`src/rtl/irtx_pkg.sv`:
```
package irtx_pkg;
  parameter int unsigned IRTX_REP_W = 16;

  typedef struct packed {
    logic                  level;
    logic [IRTX_REP_W-1:0] reps_m1;
    logic                  pkt_end;
    logic                  last;
  } irtx_entry_t;

  typedef enum logic [2:0] {ST_IDLE, ST_PRE, ST_RUN, ST_TRAIL, ST_FIN} irtx_state_e;
endpackage

```
`src/rtl/irtx_slots.sv`:
```
module irtx_slots
  import irtx_pkg::*;
#(
  parameter int unsigned NSLOT = 2,
  localparam int unsigned PW = (NSLOT > 1) ? $clog2(NSLOT) : 1,
  localparam int unsigned FW = $clog2(NSLOT + 1)
) (
  input  logic          clk,
  input  logic          rst_n,
  input  logic          push,
  input  irtx_entry_t   push_ent,
  input  logic          pop,
  input  logic          flush,
  output irtx_entry_t   head,
  output logic [FW-1:0] fill
);
  logic [PW-1:0] rd_q, wr_q;
  logic [FW-1:0] fill_q;
  irtx_entry_t   slot_v [NSLOT];

  function automatic logic [PW-1:0] bump(input logic [PW-1:0] p);
    return (p == PW'(NSLOT - 1)) ? '0 : p + PW'(1);
  endfunction

  for (genvar g = 0; g < NSLOT; g++) begin : g_slot
    irtx_entry_t ent_q;
    always_ff @(posedge clk or negedge rst_n) begin
      if (!rst_n) ent_q <= '0;
      else if (push && !flush && (wr_q == PW'(g))) ent_q <= push_ent;
    end
    assign slot_v[g] = ent_q;
  end

  always_ff @(posedge clk or negedge rst_n) begin
    if (!rst_n) begin
      rd_q <= '0; wr_q <= '0; fill_q <= '0;
    end else if (flush) begin
      rd_q <= '0; wr_q <= '0; fill_q <= '0;
    end else begin
      if (push) wr_q <= bump(wr_q);
      if (pop)  rd_q <= bump(rd_q);
      fill_q <= fill_q + FW'(push) - FW'(pop);
    end
  end

  assign head = slot_v[rd_q];
  assign fill = fill_q;

  // the producer is never allowed to write into a full double buffer
  assert_no_overflow_R5: assert property (@(posedge clk) disable iff (!rst_n)
    push |-> (fill_q < FW'(NSLOT)));
  // a segment never retires from an empty buffer
  assert_no_empty_pop_R8: assert property (@(posedge clk) disable iff (!rst_n)
    pop |-> (fill_q != '0));
endmodule

```
`src/rtl/irtx_carrier.sv`:
```
module irtx_carrier #(
  parameter int unsigned PER_W = 16,
  localparam int unsigned CMP_W = PER_W + 1
) (
  input  logic             clk,
  input  logic             rst_n,
  input  logic             run,
  input  logic [PER_W-1:0] per_m1,
  input  logic [CMP_W-1:0] cmp,
  input  logic             mark,
  output logic             wrap,
  output logic             pwm
);
  logic [PER_W-1:0] cnt_q;

  assign wrap = run && (cnt_q == per_m1);

  always_ff @(posedge clk or negedge rst_n) begin
    if (!rst_n)             cnt_q <= '0;
    else if (!run || wrap)  cnt_q <= '0;
    else                    cnt_q <= cnt_q + PER_W'(1);
  end

  // Line goes active from the compare phase to the end of the period
  assign pwm = run && mark && ({1'b0, cnt_q} >= cmp);

  // phase never runs past the latched period
  assert_phase_in_range_R4: assert property (@(posedge clk) disable iff (!rst_n)
    run |-> (cnt_q <= per_m1));
endmodule

```
`src/rtl/irtx_seq.sv`:
```
module irtx_seq
  import irtx_pkg::*;
#(
  parameter int unsigned PER_W      = 16,
  parameter int unsigned MIN_PER_M1 = 3124,
  parameter int unsigned MAX_PER_M1 = 12499,
  parameter int unsigned FW         = 2,
  localparam int unsigned CMP_W = PER_W + 1
) (
  input  logic             clk,
  input  logic             rst_n,
  input  logic             start,
  input  logic             stop_req,
  input  logic [PER_W-1:0] cfg_period_m1,
  input  logic [CMP_W-1:0] cfg_compare,
  input  logic             wrap,
  input  irtx_entry_t      head,
  input  logic [FW-1:0]    fill,
  input  logic             push,
  input  logic             push_last,
  output logic             run,
  output logic             mark,
  output logic [PER_W-1:0] per_m1,
  output logic [CMP_W-1:0] cmp,
  output logic             pop,
  output logic             flush,
  output logic             closed,
  output logic             busy,
  output logic             done,
  output logic             underrun
);
  irtx_state_e st_q, st_d;
  logic [IRTX_REP_W-1:0] rep_q;
  logic trail_q, stop_q, closed_q, under_q;
  logic cfg_ok, seg_end, finish_pkt, starved;

  assign cfg_ok = (cfg_period_m1 >= PER_W'(MIN_PER_M1)) &&
                  (cfg_period_m1 <= PER_W'(MAX_PER_M1)) &&
                  (cfg_compare <= ({1'b0, cfg_period_m1} + CMP_W'(1)));
  assign seg_end    = (st_q == ST_RUN) && wrap && (rep_q == head.reps_m1);
  assign finish_pkt = head.last || (head.pkt_end && (stop_q || stop_req));
  assign starved    = ((st_q == ST_PRE) && wrap && (fill == '0)) ||
                      (seg_end && !finish_pkt && (fill < FW'(2)));

  always_comb begin
    st_d = st_q;
    unique case (st_q)
      ST_IDLE:  if (start && cfg_ok) st_d = ST_PRE;
      ST_PRE:   if (wrap) st_d = (fill != '0) ? ST_RUN : ST_FIN;
      ST_RUN:   if (seg_end) begin
                  if (finish_pkt)            st_d = ST_TRAIL;
                  else if (fill < FW'(2))    st_d = ST_FIN;
                end
      ST_TRAIL: if (wrap && trail_q) st_d = ST_FIN;
      default:  st_d = ST_IDLE;
    endcase
  end

  always_ff @(posedge clk or negedge rst_n) begin
    if (!rst_n) begin
      st_q <= ST_IDLE; rep_q <= '0; trail_q <= 1'b0; stop_q <= 1'b0;
      closed_q <= 1'b0; under_q <= 1'b0; per_m1 <= '0; cmp <= '0;
    end else begin
      st_q <= st_d;
      if ((st_q == ST_IDLE) && (st_d == ST_PRE)) begin
        per_m1  <= cfg_period_m1;
        cmp     <= cfg_compare;
        under_q <= 1'b0;
      end
      if ((st_q != ST_RUN) || seg_end) rep_q <= '0;
      else if (wrap)                   rep_q <= rep_q + IRTX_REP_W'(1);
      trail_q <= (st_q == ST_TRAIL) ? (trail_q | wrap) : 1'b0;
      if (flush)                  stop_q <= 1'b0;
      else if (stop_req && busy)  stop_q <= 1'b1;
      if (flush) closed_q <= 1'b0;
      else if ((push && push_last) || (st_d == ST_TRAIL) || starved) closed_q <= 1'b1;
      if (starved) under_q <= 1'b1;
    end
  end

  assign busy     = (st_q == ST_PRE) || (st_q == ST_RUN) || (st_q == ST_TRAIL);
  assign run      = busy;
  assign mark     = (st_q == ST_RUN) && head.level;
  assign pop      = seg_end;
  assign flush    = (st_q == ST_FIN);
  assign done     = flush;
  assign closed   = closed_q;
  assign underrun = under_q;

  // an out-of-range configuration leaves the block idle
  assert_refused_start_R1: assert property (@(posedge clk) disable iff (!rst_n)
    ((st_q == ST_IDLE) && start && !cfg_ok) |=> (st_q == ST_IDLE));
  // mark/space changes happen only on a carrier boundary
  assert_level_on_boundary_R4: assert property (@(posedge clk) disable iff (!rst_n)
    (busy && $past(busy) && (mark != $past(mark))) |-> $past(wrap));
  // completion is a single-cycle pulse
  assert_done_pulse_R7: assert property (@(posedge clk) disable iff (!rst_n)
    done |=> !done);
  // a starved stream finishes with no trailer
  assert_underrun_direct_R8: assert property (@(posedge clk) disable iff (!rst_n)
    $rose(under_q) |-> (st_q == ST_FIN));
endmodule

```
`src/rtl/irtx_modulator.sv`:
```
module irtx_modulator
  import irtx_pkg::*;
#(
  parameter int unsigned PER_W      = 16,
  parameter int unsigned MIN_PER_M1 = 3124,
  parameter int unsigned MAX_PER_M1 = 12499,
  localparam int unsigned CMP_W = PER_W + 1,
  localparam int unsigned SLOTS = 2,
  localparam int unsigned FW    = $clog2(SLOTS + 1)
) (
  input  logic                  clk,
  input  logic                  rst_n,
  input  logic [PER_W-1:0]      cfg_period_m1,
  input  logic [CMP_W-1:0]      cfg_compare,
  input  logic                  start,
  input  logic                  stop_req,
  input  logic                  in_valid,
  output logic                  in_ready,
  input  logic                  in_level,
  input  logic [IRTX_REP_W-1:0] in_reps_m1,
  input  logic                  in_pkt_end,
  input  logic                  in_last,
  output logic                  tx_out,
  output logic                  busy,
  output logic                  done,
  output logic                  underrun
);
  irtx_entry_t      in_ent, head;
  logic [FW-1:0]    fill;
  logic [PER_W-1:0] per_m1;
  logic [CMP_W-1:0] cmp;
  logic run, mark, wrap, pop, flush, closed, push;

  assign in_ent   = '{level: in_level, reps_m1: in_reps_m1, pkt_end: in_pkt_end, last: in_last};
  assign in_ready = (fill < FW'(SLOTS)) && !closed && !done;
  assign push     = in_valid && in_ready;

  irtx_slots #(.NSLOT(SLOTS)) u_slots (
    .clk(clk), .rst_n(rst_n), .push(push), .push_ent(in_ent),
    .pop(pop), .flush(flush), .head(head), .fill(fill)
  );

  irtx_seq #(.PER_W(PER_W), .MIN_PER_M1(MIN_PER_M1), .MAX_PER_M1(MAX_PER_M1), .FW(FW)) u_seq (
    .clk(clk), .rst_n(rst_n), .start(start), .stop_req(stop_req),
    .cfg_period_m1(cfg_period_m1), .cfg_compare(cfg_compare),
    .wrap(wrap), .head(head), .fill(fill), .push(push), .push_last(in_last),
    .run(run), .mark(mark), .per_m1(per_m1), .cmp(cmp), .pop(pop), .flush(flush),
    .closed(closed), .busy(busy), .done(done), .underrun(underrun)
  );

  irtx_carrier #(.PER_W(PER_W)) u_carrier (
    .clk(clk), .rst_n(rst_n), .run(run), .per_m1(per_m1), .cmp(cmp),
    .mark(mark), .wrap(wrap), .pwm(tx_out)
  );

  // the line is low in the first cycle of a transmission
  assert_quiet_start_R2: assert property (@(posedge clk) disable iff (!rst_n)
    $rose(busy) |-> !tx_out);
  // outside a transmission the line is never driven high
  assert_low_when_idle_R7: assert property (@(posedge clk) disable iff (!rst_n)
    !busy |-> !tx_out);
endmodule

```
`config.mk`:
```
export PLATFORM = sky130hd
export DESIGN_NAME = irtx_modulator
export DESIGN_NICKNAME = d
export VERILOG_FILES = /design/src/rtl/irtx_pkg.sv /design/src/rtl/irtx_slots.sv /design/src/rtl/irtx_carrier.sv /design/src/rtl/irtx_seq.sv /design/src/rtl/irtx_modulator.sv
export SDC_FILE = /design/constraint.sdc
export NUM_CORES = 1
export LEC_CHECK = 0
export ABC_AREA = 1
export CORE_UTILIZATION = 35
export DETAILED_ROUTE_END_ITERATION = 10
export SLEW_MARGIN = 20
export SYNTH_ARGS = -nofsm -noshare
export SYNTH_HDL_FRONTEND = slang
export SYNTH_SLANG_ARGS = --single-unit
```
`constraint.sdc`:
```
create_clock -name clk -period 2.3 [get_ports clk]
set_input_delay 0.69 -clock clk [delete_from_list [all_inputs] [get_ports clk]]
set_output_delay 0.69 -clock clk [all_outputs]
set_load 0.1 [all_outputs]
```
Yosys cells after proc, flatten, opt, wreduce, memory -nomap -nowiden
Cells that the tools add are included.
{ "word_totals": {"regBits": 114, "inputBits": 57, "out_inout_bits": 5, "wordCells": 119} }
{ "classes": {"addsub": 7, "order_cmp": 6, "n_eq_ne": 9, "muxes": 28, "bitwise": 3, "n_reduce_logical": 46} }
{ "ops": {"columns": ["op", "count"], "rows": [
  ["$mux 19", 3],
  ["$mux 16", 3],
  ["$add 16x1->16 const B", 2],
  ["$eq 16x16->1", 2],
  ["$logic_and 1x1->1", 24],
  ["$mux 3", 7],
  ["$add 16x1->17 const B", 1],
  ["$ge 16x17->1", 1],
  ["$le 17x17->1", 1],
  ["$ge 16x12->1 const B", 1],
  ["$le 16x14->1 const B", 1],
  ["$reduce_bool 2->1", 7],
  ["$mux 1", 13],
  ["$pmux 3 s4", 1],
  ["$eq 3x2->1 const B", 3],
  ["$logic_or 1x1->1", 9],
  ["$eq 3x1->1 const B", 2],
  ["$logic_not 1->1", 4],
  ["$eq 3x3->1 const B", 1],
  ["$logic_not 3->1", 1],
  ["$ne 3x2->1 const B", 1],
  ["$add 1x1->1 const B", 2],
  ["$add 2x1->2", 1],
  ["$ge 2x2->1 const B", 1],
  ["7 further kinds", 7]
]} }

Longest topological paths before layout
{ "logic_depth": {"depth_word": 14, "mapped_depth": 19, "depth_no_buf": 18} }

Hierarchy
A second synthesis with hierarchy kept.
{ "unflattened": {"hier_cells": 965, "area_unflattened_um2": 7184.4} }
{ "by_module_without_submodules": {"columns": ["module", "n_inst", "cells_each", "area_each_um2", "seq_area_each_um2"], "rows": [
  ["irtx_seq", 1, 499, 3617.2, 1401.3],
  ["irtx_slots", 1, 187, 1875.5, 1051.0],
  ["irtx_carrier", 1, 273, 1666.6, 400.4],
  ["irtx_modulator", 1, 6, 25.0, 0.0]
]} }

Worst setup path before layout
OpenSTA, ideal clock, no wires.
{ "synth_timing": {"kind": "input-to-reg", "startpoint": "input port cfg_period_m1[0]", "endpoint": "register u_seq.under_q (netlist: u_seq.underrun)", "setup_time_ns": 0.128, "arrival_time_ns": 3.186, "required_ns": 2.172, "slack_ns": -1.015, "cell_stages": 17, "path_buffers": 2, "path_cell_list": "ha_1 nand2_1 nor3_1 nand4_1 nor3_1 nand3_1 xor2_1 ha_1 nand2_1 nor4b_1 nand3_1 nand2_1 nand2_1 buf_4 buf_2 nand2_1 nand3_1"} }
{ "synth_between": {"elab_chain_cells": 9, "word_cells_on_any_way": 12, "cone_classes": "1 x add/sub; 3 x order compare; 1 x eq/ne; 2 x mux; 5 x reduce/logical"} }
{ "synth_lines": {"columns": ["item", "line", "text"], "rows": [
  ["from (decl)", "irtx_modulator.sv:13", "input logic [PER_W-1:0] cfg_period_m1,"],
  ["$add 16x1->17, or another cell as far along", "irtx_seq.sv:39", "(cfg_compare <= ({1'b0, cfg_period_m1} + CMP_W'(1)));"],
  ["$le 17x17->1 or $logic_and 1x1->1 (tied branches)", "irtx_seq.sv:39, irtx_seq.sv:37", null],
  ["$logic_and 1x1->1 (*)", "irtx_seq.sv:38", "(cfg_period_m1 <= PER_W'(MAX_PER_M1)) &&"],
  ["$logic_and 1x1->1 (*)", "irtx_seq.sv:48", "ST_IDLE: if (start && cfg_ok) st_d = ST_PRE;"],
  ["$mux 3 (*)", "irtx_seq.sv:48", null],
  ["$pmux 3 s4 (*)", "irtx_seq.sv:47", "unique case (st_q)"],
  ["$eq 3x1->1 (*)", "irtx_seq.sv:65", "if ((st_q == ST_IDLE) && (st_d == ST_PRE)) begin"],
  ["$logic_and 1x1->1 (*)", "irtx_seq.sv:65", null],
  ["$reduce_bool 2->1 (no line) (*)", null, null],
  ["to (signal assigned)", "irtx_seq.sv:62", "closed_q <= 1'b0; under_q <= 1'b0; per_m1 <= '0; cmp <= '0;"],
  ["to (signal assigned)", "irtx_seq.sv:68", "under_q <= 1'b0;"],
  ["to (signal assigned)", "irtx_seq.sv:77", "if (starved) under_q <= 1'b1;"],
  ["to (decl)", "irtx_seq.sv:34", "logic trail_q, stop_q, closed_q, under_q;"]
]} }
Every way passes the cells marked *; elsewhere a longest branch is shown, timed or not.
A chain may end at the register's enable or synchronous reset.

Worst setup path in the final report
{ "layout_timing": {"startpoint": "register u_seq.cmp[2]", "endpoint": "output port tx_out"} }
{ "layout_between": {"elab_chain_cells": 2} }
{ "layout_lines": {"columns": ["item", "line", "text"], "rows": [
  ["from (decl)", "irtx_seq.sv:24", "output logic [CMP_W-1:0] cmp,"],
  ["from (signal assigned)", "irtx_seq.sv:67", "cmp <= cfg_compare;"],
  ["$ge 16x17->1", "irtx_carrier.sv:25", "assign pwm = run && mark && ({1'b0, cnt_q} >= cmp);"],
  ["$logic_and 1x1->1", "irtx_carrier.sv:25", null],
  ["to (decl)", "irtx_modulator.sv:23", "output logic tx_out,"]
]} }
No other way between the ends.

==> flow_summary.yaml <==
timing:
  tightest_slew_ns: 0.476
  rsz0062_at_grt: "yes"
  slew_headroom: 0.682
  finalClockSkew_ns: 0.0161
  min_period_ns: 2.93
  fin_crit_sh: 1.27
  slew_violations: 0
  hold_viol: 0
  setup_ws_ns: -0.630
  setup_violations: 36
  max_freq_ghz: 0.341
  tns_ns: -20.09
synth:
  syn_inst: 896
  synth.distinct_cells: 45
  synth_seq_area_share: 0.409
  syn_area_per_cell_um2: 7.79
  ys_ff_latch: 114
  netlist_area_um2: 6980
  synth_warnings: 0
  syn_nets: 992
worst_setup_path:
  crit_path_end_kind: "output pin"
  reg2regPathDepth: 15
  timing.rr.end: "u_slots.fill[1]$_DFF_PN0_"
  cp_cell_sequence: "inv_2 > ha_4 > a21oi_2 > nor2_1 > o21ai_1 > o311ai_2 > nand2_1 > o2111ai_4 > nand3_4 > clkinvlp_4 > buf_12"
  slowest_delay_ns: 0.40
  start_kind: "register"
  cp.arrival_ns: 2.24
  cp_num_buf_inv: 3
  crit_fanout: 3
  r2r_slack_ns: 0.10
  cp.required_ns: 1.61
  path_delay_family: "compound AO/OA/AOI/OAI gates"
  r2r_start: "u_slots.rd_q$_DFFE_PN0P_"
  worst_path_max_delay_cell: "dfrtp_1"
  crit_type: "register to output pin"
flow_run:
  maxCapViolations: 0
floorplan:
  fp-row-count: 51
  die_h_um: 143
  die_x_um: 143
  io_pins: 62
  fp.coreArea_um2: 19500
  start_util: 0.357
  dieArea_um2: 20500
clock_tree:
  insertion_delay_ns: 0.42
  cts_made_buffers: 17
  tritoncts: "yes"
  root_buffer: "clkbuf_16"
  hold_buffers: 0
  cts_max_level: 4
  clkTransAtPathRegs_ns: 0.06
  cts_sinks: 114
  cts_buffer_depth: 2
power:
  p_per_area_nw_per_um2: 750
  leakage_nw: 5.04
  ir_worst_vdd_mv: 0.500
  p_total_mw: 7.75
global_routing:
  grt_max_degree: 49
  grt_pass1_wl_um: 31000
  grt_pass1_vias: 6533
  grtUsageTotal: 0.196
  antenna_found_initial: 0
  gr-total-overflow: 0
drt:
  wl_per_cell_um: 13.5
  first_pass_iters: 4
  drc_errors: 0
  dr_total_vias: 6468
  vias_per_cell: 4.72
  ant_nets: 0
  drtIter0Drc: 295
  drt-total-wl_um: 18500
placement:
  placed_cells: 1314
  portBuffers: 61
  place_congestion: 0.878
  pre_cts_slack_ns: -1.56
  place_hpwl_um: 13400
outcome:
  status: "complete, but fails checks"
  violations: "setup timing"
finish:
  finalNonFillerCells: 1371
  syn_to_final_growth_pct: 48.0
  drive_gt1_frac: 0.322
  nets: 1189
  diodes: 0
min_path:
  hold_path_class: "input pin to asynchronous set/reset pin"
layer usage:
layer  vias up  share of wire  track usage
li1       3304              -            -
met1      3028           0.46        0.245
met2       117           0.49        0.338
met3        19          0.030       0.0349
met4         0          0.018       0.0683
met5         -              0            0
synthesized netlist by cell type (all sizes together):
library cell / n / area (um^2)
o311ai: 2 / 17.5
mux2: 35 / 394
o2111ai: 1 / 8.76
o31ai: 2 / 15.0
xnor2: 3 / 26.3
o22ai: 1 / 6.26
a21boi: 1 / 11.3
a31o: 1 / 8.76
o21bai: 1 / 7.51
ha: 39 / 488
buf: 15 / 110
a22o: 1 / 8.76
o21ai: 45 / 229
a41oi: 1 / 8.76
nand4: 17 / 106
dfrtp: 114 / 2850
xor2: 22 / 193
o211ai: 2 / 15.0
nor4: 3 / 18.8
nor4b: 1 / 8.76
nor3: 25 / 156
nor2: 88 / 358
nand3b: 2 / 15.0
nand3: 46 / 240
clkbuf: 4 / 15.0
a21oi: 34 / 170
a21o: 1 / 7.51
inv: 107 / 404
o21a: 2 / 15.0
nand2: 280 / 1060
timing repair:
| item | in CTS | in global routing |
|---|---|---|
| endpoints found under the hold margin | 0 | 0 |
| buffers inserted | 12 | 11 |
| pin swaps | 35 | 38 |
| gates cloned | 6 | 0 |
| setup endpoints to repair | 42 | 44 |
| resized for setup | 128 | 51 |
placed cells by master, fill, tap and decap left out, drive strengths merged:
| cell | netlist | layout |
|---|---|---|
| nand2 | 280 | 280 |
| buf | 15 | 147 |
| dfrtp | 114 | 114 |
| inv | 107 | 109 |
| nor2 | 88 | 88 |
| nand3 | 46 | 46 |
| clkdlybuf4s50 | 0 | 45 |
| o21ai | 45 | 45 |
| ha | 39 | 39 |
| mux2 | 35 | 35 |
| a21oi | 34 | 34 |
| nor3 | 25 | 25 |
| xor2 | 22 | 22 |
| clkbuf | 4 | 20 |
| nand4 | 17 | 17 |
| clkinvlp | 0 | 6 |
| dlygate4sd2 | 0 | 4 |
| xnor2 | 3 | 3 |
| nor4 | 3 | 3 |
| clkinv | 0 | 3 |
| nand3b | 2 | 2 |
| o21a | 2 | 2 |
| o31ai | 2 | 2 |
| o211ai | 2 | 2 |
| bufinv | 0 | 2 |
| o311ai | 2 | 2 |
| nor4b | 1 | 1 |
| a41oi | 1 | 1 |
| o22ai | 1 | 1 |
| o21bai | 1 | 1 |
| a21o | 1 | 1 |
| o2111ai | 1 | 1 |
| a31o | 1 | 1 |
| a22o | 1 | 1 |
| a21boi | 1 | 1 |
cell type report:
| cell class | count | area [um^2] |
|---|---|---|
| Clock buffer | 19 | 443 |
| Clock inverter | 13 | 151 |
| Fill cell | 1787 | 9200 |
| Inverter | 107 | 422 |
| Multi-Input combinational cell | 656 | 4280 |
| Sequential cell | 114 | 2850 |
| Tap cell | 265 | 332 |
| Timing Repair Buffer | 197 | 1850 |
registers in the layout, indices dropped and copies added, names as in the netlist:
name / count
u_seq.per_m1: 16
u_seq.rep_q: 16
u_slots.fill: 2
u_seq.underrun: 1
u_slots.wr_q: 1
u_slots.rd_q: 1
u_seq.trail_q: 1
u_seq.closed: 1
u_seq.st_q: 3
u_carrier.cnt_q: 16
u_seq.cmp: 17
u_slots.g_slot.ent_q: 38
u_seq.stop_q: 1
stage by stage:
step / util / hold slack (ns) / cell area (um^2)
2_1_floorplan: - / 0.394 / 7340
3_3_place_gp: 0.461 / 0.474 / 9000
3_5_place_dp: 0.461 / 0.488 / 9000
4_1_cts: 0.519 / 0.172 / 10100
5_1_grt: 0.529 / 0.186 / 10300
6_report: 0.529 / 0.171 / 10300
worst max-delay path by stage:
stage | start | endpoint | slack, ns | cells past startpoint
2_1_floorplan | cfg_period_m1[0] | u_seq.underrun$_DFFE_PN0P_ | -0.76 | 17
3_3_place_gp | cfg_period_m1[0] | u_seq.cmp[0]$_DFFE_PN0P_ | -1.49 | 18
3_5_place_dp | cfg_period_m1[0] | u_seq.per_m1[5]$_DFFE_PN0P_ | -1.56 | 17
4_1_cts | u_carrier.cnt_q[8]$_DFF_PN0_ | tx_out | -0.66 | 11
5_1_grt | u_seq.cmp[2]$_DFFE_PN0P_ | tx_out | -0.76 | 11
6_report | u_seq.cmp[2]$_DFFE_PN0P_ | tx_out | -0.63 | 11
cells by family after synthesis:
| family | after synthesis | share of synthesized area |
|---|---|---|
| AO/OA/AOI/OAI | 95 | 0.0758 |
| AND/OR/NAND/NOR | 462 | 0.282 |
| buffers and inverters | 126 | 0.0758 |
| flip-flops | 114 | 0.409 |
| adder cells (fa/ha/maj) | 39 | 0.0699 |
| XOR/XNOR | 25 | 0.0314 |
| multiplexers | 35 | 0.0565 |
power by group:
part | switching [mW] | internal [mW] | leakage [nW]
Combinational | 1.37 | 1.15 | 3.25
Sequential | 0.281 | 2.30 | 1.52
Clock | 1.01 | 1.64 | 0.277
Total | 2.66 | 5.09 | 5.04
worst reg2reg max path: stages, from the launching register on:
cell and delay (ns):
dfrtp_1 0.40, inv_2 0.09, buf_4 0.16, nand2_1 0.08, nand3_1 0.09, nand2_1 0.09, nor2_1 0.11, nand4_1 0.15
nor2_4 0.20, nand2_2 0.09, inv_2 0.09, ha_4 0.20, inv_2 0.06, ha_4 0.11, xor2_1 0.14, nor2_1 0.05
(Power assumes the default switching activity.)
